$ cat src/rtl/psr_pkg.sv
// Shared definitions for the status register write unit: mode codes,
// write-request record and helper functions. Assumes 5-bit mode codes.
package psr_pkg;

    localparam int          XLEN       = 32;
    localparam int          LANES      = XLEN / 8;
    localparam int          NUM_BANKS  = 5;
    localparam int          BANK_W     = 3;
    localparam int          ILL_BIT    = 20;

    localparam logic [4:0]  MODE_USR   = 5'b10000;
    localparam logic [4:0]  MODE_FIQ   = 5'b10001;
    localparam logic [4:0]  MODE_IRQ   = 5'b10010;
    localparam logic [4:0]  MODE_SVC   = 5'b10011;
    localparam logic [4:0]  MODE_ABT   = 5'b10111;
    localparam logic [4:0]  MODE_UND   = 5'b11011;
    localparam logic [4:0]  MODE_SYS   = 5'b11111;

    localparam logic [XLEN-1:0] RESET_CPSR = 32'h0000_00D3;
    localparam logic [XLEN-1:0] USER_BITS  = 32'hF80F_0200;
    localparam logic [XLEN-1:0] PRIV_BITS  = ~(32'h1 << ILL_BIT);

    // Decoded write request.
    typedef struct packed {
        logic             hit;
        logic             to_saved;
        logic [LANES-1:0] lanes;
        logic             rsv;
    } wr_req_t;

    // True for a mode code the core recognises.
    function automatic logic mode_ok(input logic [4:0] m);
        return (m == MODE_USR) || (m == MODE_FIQ) || (m == MODE_IRQ) ||
               (m == MODE_SVC) || (m == MODE_ABT) || (m == MODE_UND) ||
               (m == MODE_SYS);
    endfunction

    // Bank index for a mode; NUM_BANKS or above means no bank.
    function automatic logic [BANK_W-1:0] bank_of(input logic [4:0] m);
        case (m)
            MODE_FIQ: return 3'd0;
            MODE_IRQ: return 3'd1;
            MODE_SVC: return 3'd2;
            MODE_ABT: return 3'd3;
            MODE_UND: return 3'd4;
            default:  return 3'd7;
        endcase
    endfunction

endpackage

$ cat src/rtl/psr_decode.sv
// Instruction decoder: matches the fixed opcode bits and extracts the
// destination select, lane mask and the mode-independent reserved cases.
// Assumes a 32-bit word; purely combinational.
module psr_decode
    import psr_pkg::*;
(
    input  logic [XLEN-1:0] insn,
    output wr_req_t         req
);

    logic [3:0] cond;
    logic [3:0] rn;

    assign cond = insn[31:28];
    assign rn   = insn[3:0];

    // Field match and request extraction.
    always_comb begin
        req.hit      = (cond != 4'b1111) && (insn[27:23] == 5'b00010) &&
                       (insn[21:20] == 2'b10) && (insn[7:4] == 4'b0000);
        req.to_saved = insn[22];
        req.lanes    = insn[19:16];
        req.rsv      = (insn[19:16] == 4'b0000) || (rn == 4'd15);
    end

endmodule

$ cat src/rtl/psr_merge.sv
// Builds the next current status word from the old value, the source
// operand and the lane mask, applying the privilege filter and the
// mode legality check. Combinational; the caller decides whether to load.
module psr_merge
    import psr_pkg::*;
(
    input  logic [XLEN-1:0]  cur,
    input  logic [XLEN-1:0]  src,
    input  logic [LANES-1:0] lanes,
    input  logic             priv,
    output logic [XLEN-1:0]  nxt
);

    logic [XLEN-1:0] lane_bits;
    logic [XLEN-1:0] wmask;
    logic            mode_wr;
    logic            mode_bad;

    // Expand each lane enable to its eight bits.
    for (genvar i = 0; i < LANES; i++) begin : g_lane
        assign lane_bits[8*i +: 8] = {8{lanes[i]}};
    end

    assign mode_wr  = priv && lanes[0];
    assign mode_bad = mode_wr && !mode_ok(src[4:0]);

    // Filter writable bits and merge, then resolve the illegal bit.
    always_comb begin
        wmask = lane_bits & (priv ? PRIV_BITS : USER_BITS);
        if (mode_bad) begin
            wmask[4:0] = 5'b0;
        end
        nxt = (cur & ~wmask) | (src & wmask);
        if (mode_bad) begin
            nxt[ILL_BIT] = 1'b1;
        end else if (mode_wr) begin
            nxt[ILL_BIT] = 1'b0;
        end
    end

endmodule

$ cat src/rtl/psr_saved_bank.sv
// Banked saved status words, one per exception mode, with per-lane
// write enables. Synchronous active-low reset to zero. Read is
// combinational from the selected bank.
module psr_saved_bank
    import psr_pkg::*;
#(
    parameter int N = NUM_BANKS
) (
    input  logic              clk,
    input  logic              rst_n,
    input  logic              we,
    input  logic [BANK_W-1:0] sel,
    input  logic [LANES-1:0]  lanes,
    input  logic [XLEN-1:0]   src,
    output logic [XLEN-1:0]   rd
);

    logic [XLEN-1:0] bank_q [N];

    for (genvar b = 0; b < N; b++) begin : g_bank
        for (genvar l = 0; l < LANES; l++) begin : g_byte
            // Load one byte of one bank when selected and enabled.
            always_ff @(posedge clk) begin
                if (!rst_n) begin
                    bank_q[b][8*l +: 8] <= 8'h00;
                end else if (we && (sel == BANK_W'(b)) && lanes[l]) begin
                    bank_q[b][8*l +: 8] <= src[8*l +: 8];
                end
            end
        end
    end

    // Read the selected bank; out-of-range gives zero.
    always_comb begin
        rd = '0;
        for (int b = 0; b < N; b++) begin
            if (sel == BANK_W'(b)) begin
                rd = bank_q[b];
            end
        end
    end

endmodule

$ cat src/rtl/psr_write_unit.sv
// Top of the status register write unit. Holds the current status word,
// routes accepted writes to it or to the saved bank of the current mode,
// and flags reserved forms. TRAP_RSV=1 traps reserved forms, 0 ignores them.
module psr_write_unit
    import psr_pkg::*;
#(
    parameter bit TRAP_RSV = 1'b1
) (
    input  logic            clk,
    input  logic            rst_n,
    input  logic            insn_vld,
    input  logic [31:0]     insn,
    input  logic            cond_pass,
    input  logic [31:0]     src_val,
    output logic [31:0]     cpsr_o,
    output logic [31:0]     saved_o,
    output logic            undef_o
);

    wr_req_t           req;
    logic [XLEN-1:0]   cpsr_q;
    logic [XLEN-1:0]   cpsr_nxt;
    logic [XLEN-1:0]   bank_rd;
    logic [BANK_W-1:0] bank;
    logic              has_bank;
    logic              priv;
    logic              go;
    logic              rsv;
    logic              cpsr_we;
    logic              saved_we;
    logic              undef_q;

    psr_decode u_dec (
        .insn (insn),
        .req  (req)
    );

    assign priv     = (cpsr_q[4:0] != MODE_USR);
    assign bank     = bank_of(cpsr_q[4:0]);
    assign has_bank = (bank < BANK_W'(NUM_BANKS));

    assign go       = insn_vld && cond_pass && req.hit;
    assign rsv      = req.rsv || (req.to_saved && !has_bank);
    assign cpsr_we  = go && !rsv && !req.to_saved;
    assign saved_we = go && !rsv && req.to_saved;

    psr_merge u_merge (
        .cur   (cpsr_q),
        .src   (src_val),
        .lanes (req.lanes),
        .priv  (priv),
        .nxt   (cpsr_nxt)
    );

    psr_saved_bank #(.N(NUM_BANKS)) u_bank (
        .clk   (clk),
        .rst_n (rst_n),
        .we    (saved_we),
        .sel   (bank),
        .lanes (req.lanes),
        .src   (src_val),
        .rd    (bank_rd)
    );

    // Current status word register.
    always_ff @(posedge clk) begin
        if (!rst_n) begin
            cpsr_q <= RESET_CPSR;
        end else if (cpsr_we) begin
            cpsr_q <= cpsr_nxt;
        end
    end

    // Undefined-instruction flag for reserved forms.
    always_ff @(posedge clk) begin
        if (!rst_n) begin
            undef_q <= 1'b0;
        end else begin
            undef_q <= go && rsv && TRAP_RSV;
        end
    end

    assign cpsr_o  = cpsr_q;
    assign saved_o = has_bank ? bank_rd : '0;
    assign undef_o = undef_q;

endmodule

$ cat config.mk
export PLATFORM = sky130hd
export DESIGN_NAME = psr_write_unit
export DESIGN_NICKNAME = d
export VERILOG_FILES = /design/src/rtl/psr_pkg.sv /design/src/rtl/psr_decode.sv /design/src/rtl/psr_merge.sv /design/src/rtl/psr_saved_bank.sv /design/src/rtl/psr_write_unit.sv
export SDC_FILE = /design/constraint.sdc
export NUM_CORES = 1
export LEC_CHECK = 0
export ABC_CLOCK_PERIOD_IN_PS = 9500
export CORE_MARGIN = 3
export CORE_UTILIZATION = 40
export CTS_CLUSTER_SIZE = 40
export DETAILED_ROUTE_END_ITERATION = 8
export DONT_BUFFER_PORTS = 1
export PLACE_DENSITY = 0.61
export SLEW_MARGIN = 20
export SYNTH_ARGS = -nofsm -noshare
export SYNTH_HDL_FRONTEND = slang
export SYNTH_SLANG_ARGS = --single-unit
$ cat constraint.sdc
create_clock -name clk -period 9.5 [get_ports clk]
set_clock_uncertainty 0.2 [all_clocks]
set_input_delay 2.85 -clock clk [delete_from_list [all_inputs] [get_ports clk]]
set_output_delay 2.85 -clock clk [all_outputs]
set_load 0.005 [all_outputs]
# After elaboration in Yosys (flattened, before gate mapping)
# Memories as Yosys holds them, arrays and structs flattened.
# Index checks and enable logic that the tools add are counted.
[word_totals]
ff_bits = 33
ram_bits = 160
input_bits = 68
elab_cells = 194
mem_count = 1
[op_classes]
order_cmp = 1
eq_ne = 21
mux = 92
bitwise_logic = 25
reduce_logical = 52
[memory_table]
columns = ["name", "words", "word_bits", "rd", "rd_clocked_by_memory_dff", "wr", "line", "source"]
rows = [
  ["u_bank.bank_q", 5, 32, 5, 0, 5, "psr_saved_bank.sv:18", "logic [XLEN-1:0] bank_q [N];"],
]
[op_table]
columns = ["cell", "n"]
rows = [
  ["2-to-1 mux 32 bit", 6],
  ["2-to-1 mux 8 bit", 20],
  ["AND 32 bit", 3],
  ["2-to-1 mux 1 bit", 63],
  ["equality test 5 bit, second input constant", 12],
  ["logical AND 1 bit", 37],
  ["NOT 32 bit", 1],
  ["bitwise OR 32 bit", 1],
  ["2-to-1 mux 27 bit", 1],
  ["bitwise OR 1 bit", 20],
  ["one-hot mux 3 bit (5 select lines)", 1],
  ["logical NOT 4 bit", 2],
  ["logical OR 1 bit", 8],
  ["equality test 3 x 2 -> 1 bit, second input constant", 2],
  ["equality test 5 x 2 -> 1 bit, second input constant", 1],
  ["2-to-1 mux 5 bit", 1],
  ["!= test 5 bit, second input constant", 1],
  ["equality test 4 bit, second input constant", 1],
  ["logical NOT 1 bit", 4],
  ["!= test 4 bit, second input constant", 1],
  ["equality test 3 x 1 -> 1 bit, second input constant", 1],
  ["equality test 3 bit, second input constant", 1],
  ["logical NOT 3 bit", 1],
  ["less-than comparator 3 bit, second input constant", 1],
  ["equality test 2 bit, second input constant", 1],
]

# Depth between registers and ports, before layout
[depth]
depth_word = 15
ltp_mapped = 8
depth_no_buf = 4

# Hierarchy
# Synthesis repeated with hierarchy kept, for this count alone.
[hier_totals]
cells_unflattened = 842
area_unflattened_um2 = 9575.4
[modules_own_cells]
columns = ["module", "instances", "cells_each", "area_per_inst_um2", "seq_area_each_um2"]
rows = [
  ["psr_saved_bank", 1, 589, 7586.0, 4804.6],
  ["psr_write_unit", 1, 201, 1497.7, 660.6],
  ["psr_merge", 1, 40, 401.6, 0.0],
  ["psr_decode", 1, 12, 90.1, 0.0],
]

# Worst setup path after synthesis
# Ideal clock, no wire load.
[synth_path]
kind = "input -> register"
startpoint = "input insn[26]"
endpoint = "memory u_bank.bank_q[0][0] (enable)"
setup_ns = 0.384
t_arrival_ns = 4.564
required_ns = 8.916
setup_slack_ns = 4.352
stages = 6
n_path_buf = 2
cell_sequence = "and4bb_2 and2_1 buf_4 clkbuf_1 nand4_1 o21ai_0"
[synth_lines]
columns = ["element", "line", "source"]
rows = [
  ["from (decl)", "psr_write_unit.sv:12", "input logic [31:0] insn,"],
  ["to (decl)", "psr_saved_bank.sv:18", ""],
]

==> results.ini <==
[clock_network]
insertion_delay_ns = 0.43
numClockSinks = 193
cts_setup_buffers = 0
numCtsBuffers = 17
cts_tree = yes
ctsHoldBuffers = 0
clock_path_buffers = 2
clkTransAtPathRegs_ns = 0.07
htreeDepth = 4
cts_resized = 0
cts_root_buffer = clkbuf_16

[drt]
wl_met1_um = 14800
wire_per_inst_um = 25.8
met2_wirelength_um = 15200
drt_wl_total_um = 33900
ant_nets = 0
maxUsedRoutingLayer = met4
firstDrtPassIters = 5
drt_iter0_markers = 1026
vias = 8926
met3_length_um = 3420
drc = 0
viasPerCell = 6.80

[floorplan]
die_area_mm2 = 0.0292
die_w_um = 171
die_h_um = 171
core_area_mm2 = 0.0264
initial_core_util = 0.412
rows = 59
pin_count = 133

[worst_setup_path]
path_class = flip-flop to primary output
reg2regPathDepth = 7
r2r_slack_ns = 5.79
start_kind = flip-flop
worstPathArrival_ns = 3.25
crit_fanout = 34
cp.required_ns = 6.45
r2r-end = u_bank.bank_q[1][17]
critPathCaptureType = primary output

[timing]
timing.slew.headroom = 0.215
fin_ws_ns = 3.20
rsz0062_at_grt = false
period_minus_slack_ns = 6.30
fin_tns_setup_ns = 0
setup_violations = 0
max_freq_mhz = 159
worstMarginPinSlew_ns = 1.17
hold_slack_ns = 0.298
finalCritPeriodShare = 0.663
hold_viol_final = 0
slew_violations = 0

[synthesis]
synthCells = 1064
ys_seq_elements = 193
ys_warn_count = 0
syn_nets = 1132
synth_flop_cell = edfxtp_1
ys_seq_area_frac = 0.502
synth_edf_count = 160
syn_avg_cell_area_um2 = 10.2
async_flop_share = 0
netlist_area_mm2 = 0.0109
synthDistinctLibCells = 58

[hold_path]
hold_path_class = flip-flop to flip-flop
hold_depth = 2

[power]
power.static_leakage_nw = 3.32
power.density_mw_per_mm2 = 150
ir_drop_v = 0.0000862

[global_route]
antenna_found_initial = 0
grt_max_degree = 171
grt_use_total = 0.227
grt_overflow = 0
grt_pass1_vias = 8469
grt_pass1_wl_um = 51500

[flow_run]
cap_violations = 0

[run_status]
outcome = complete, no violations

[cells_and_area]
nets = 1033
final_common_cell = nand2_1
drive_gt1_frac = 0.123
area_delta_synth_final_pct = 5.19
n_fill_cell = 2512
diodes = 0
mostFrequentLayoutCells = 167 x nand2_1, 160 x edfxtp_1, 80 x a2111oi_0

[placed_design]
dpl.hpwl_um = 20300
place.gp.congestion = 0.809
portBuffers = 0
place_ws_ns = 3.54

[synthesized netlist by cell type, drive strengths merged, types with 2 or more instances]
master / count / share of area
a22o: 24 / 0.019
nand4: 60 / 0.034
a211oi: 30 / 0.021
o2111a: 4 / 0.0041
nand3: 8 / 0.0037
nand2: 169 / 0.058
nor4b: 2 / 0.0028
inv: 35 / 0.012
a221oi: 24 / 0.019
o21a: 2 / 0.0014
o211ai: 5 / 0.0047
a22oi: 15 / 0.010
o21ai: 37 / 0.017
or2: 2 / 0.0011
dfxtp: 33 / 0.061
nor3: 4 / 0.0018
edfxtp: 160 / 0.44
o2111ai: 4 / 0.0038
clkbuf: 87 / 0.031
nor2b: 5 / 0.0029
nor2: 35 / 0.013
a2111oi: 131 / 0.11
o41ai: 4 / 0.0032
buf: 57 / 0.028
mux2: 31 / 0.032
o31ai: 14 / 0.0097
and3: 6 / 0.0034
and2: 4 / 0.0023
or4: 4 / 0.0028
mux2i: 2 / 0.0018
and4: 2 / 0.0016
a21oi: 49 / 0.023
[final cells by class]
class                           instances  area [um^2]  share of cell area
Sequential cell                       193         5470               0.477
Multi-Input combinational cell        691         4680               0.409
Timing Repair Buffer                   26          195              0.0170
Tap cell                              335          419              0.0366
Clock inverter                         14          129              0.0113
Clock buffer                           17          425              0.0371
Inverter                               36          135              0.0118
[critical path, stage by stage, from the launching register on]
cell	delay, ns
dfxtp_1	0.71
nor2b_1	0.27
and4_2	0.74
buf_4	0.47
a221oi_1	0.10
a21oi_1	0.51
[report_power, final]
part / internal, mW / switching, mW
Sequential: 0.934 / 0.00574
Combinational: 0.0218 / 0.0616
Clock: 0.344 / 0.351
[how the worst max path moves through the flow]
stage,to,depth (start not counted)
floorplan,u_bank.bank_q[0][0],6
detailed placement,u_bank.bank_q[3][12],6
finish,saved_o[9],5
global route,saved_o[9],5
CTS,saved_o[8],5
global placement,u_bank.bank_q[4][2],4
[through the flow]
stage,total power [mW],utilization,cell area [um^2],std cells
after CTS,1.72,0.433,11500,1312
after floorplan,1.02,-,10900,1064
after detailed placement,1.04,0.412,10900,1281
final,1.72,0.433,11500,1312
after global placement,1.04,0.412,10900,1281
after global routing,1.76,0.433,11500,1312
[per-layer routing]
metal | vias up | track usage
met5 | - | 0
met1 | 4414 | 0.326
li1 | 4000 | -
met2 | 474 | 0.347
met4 | 0 | 0.0490
met3 | 38 | 0.0610
[cell families (layout without fill, tap and decap cells)]
| kind of cell | count (synthesis) | in the layout | share of synthesized area |
|---|---|---|---|
| compound gates | 348 | 348 | 0.255 |
| xor+xnor | 1 | 1 | 0.000804 |
| fa+ha+maj | 1 | 1 | 0.000919 |
| buf+inv | 180 | 93 | 0.0715 |
| flops | 193 | 193 | 0.502 |
| mux | 33 | 33 | 0.0339 |
| simple gates | 308 | 308 | 0.136 |
No activity file was read; power rests on OpenSTA's default activity.
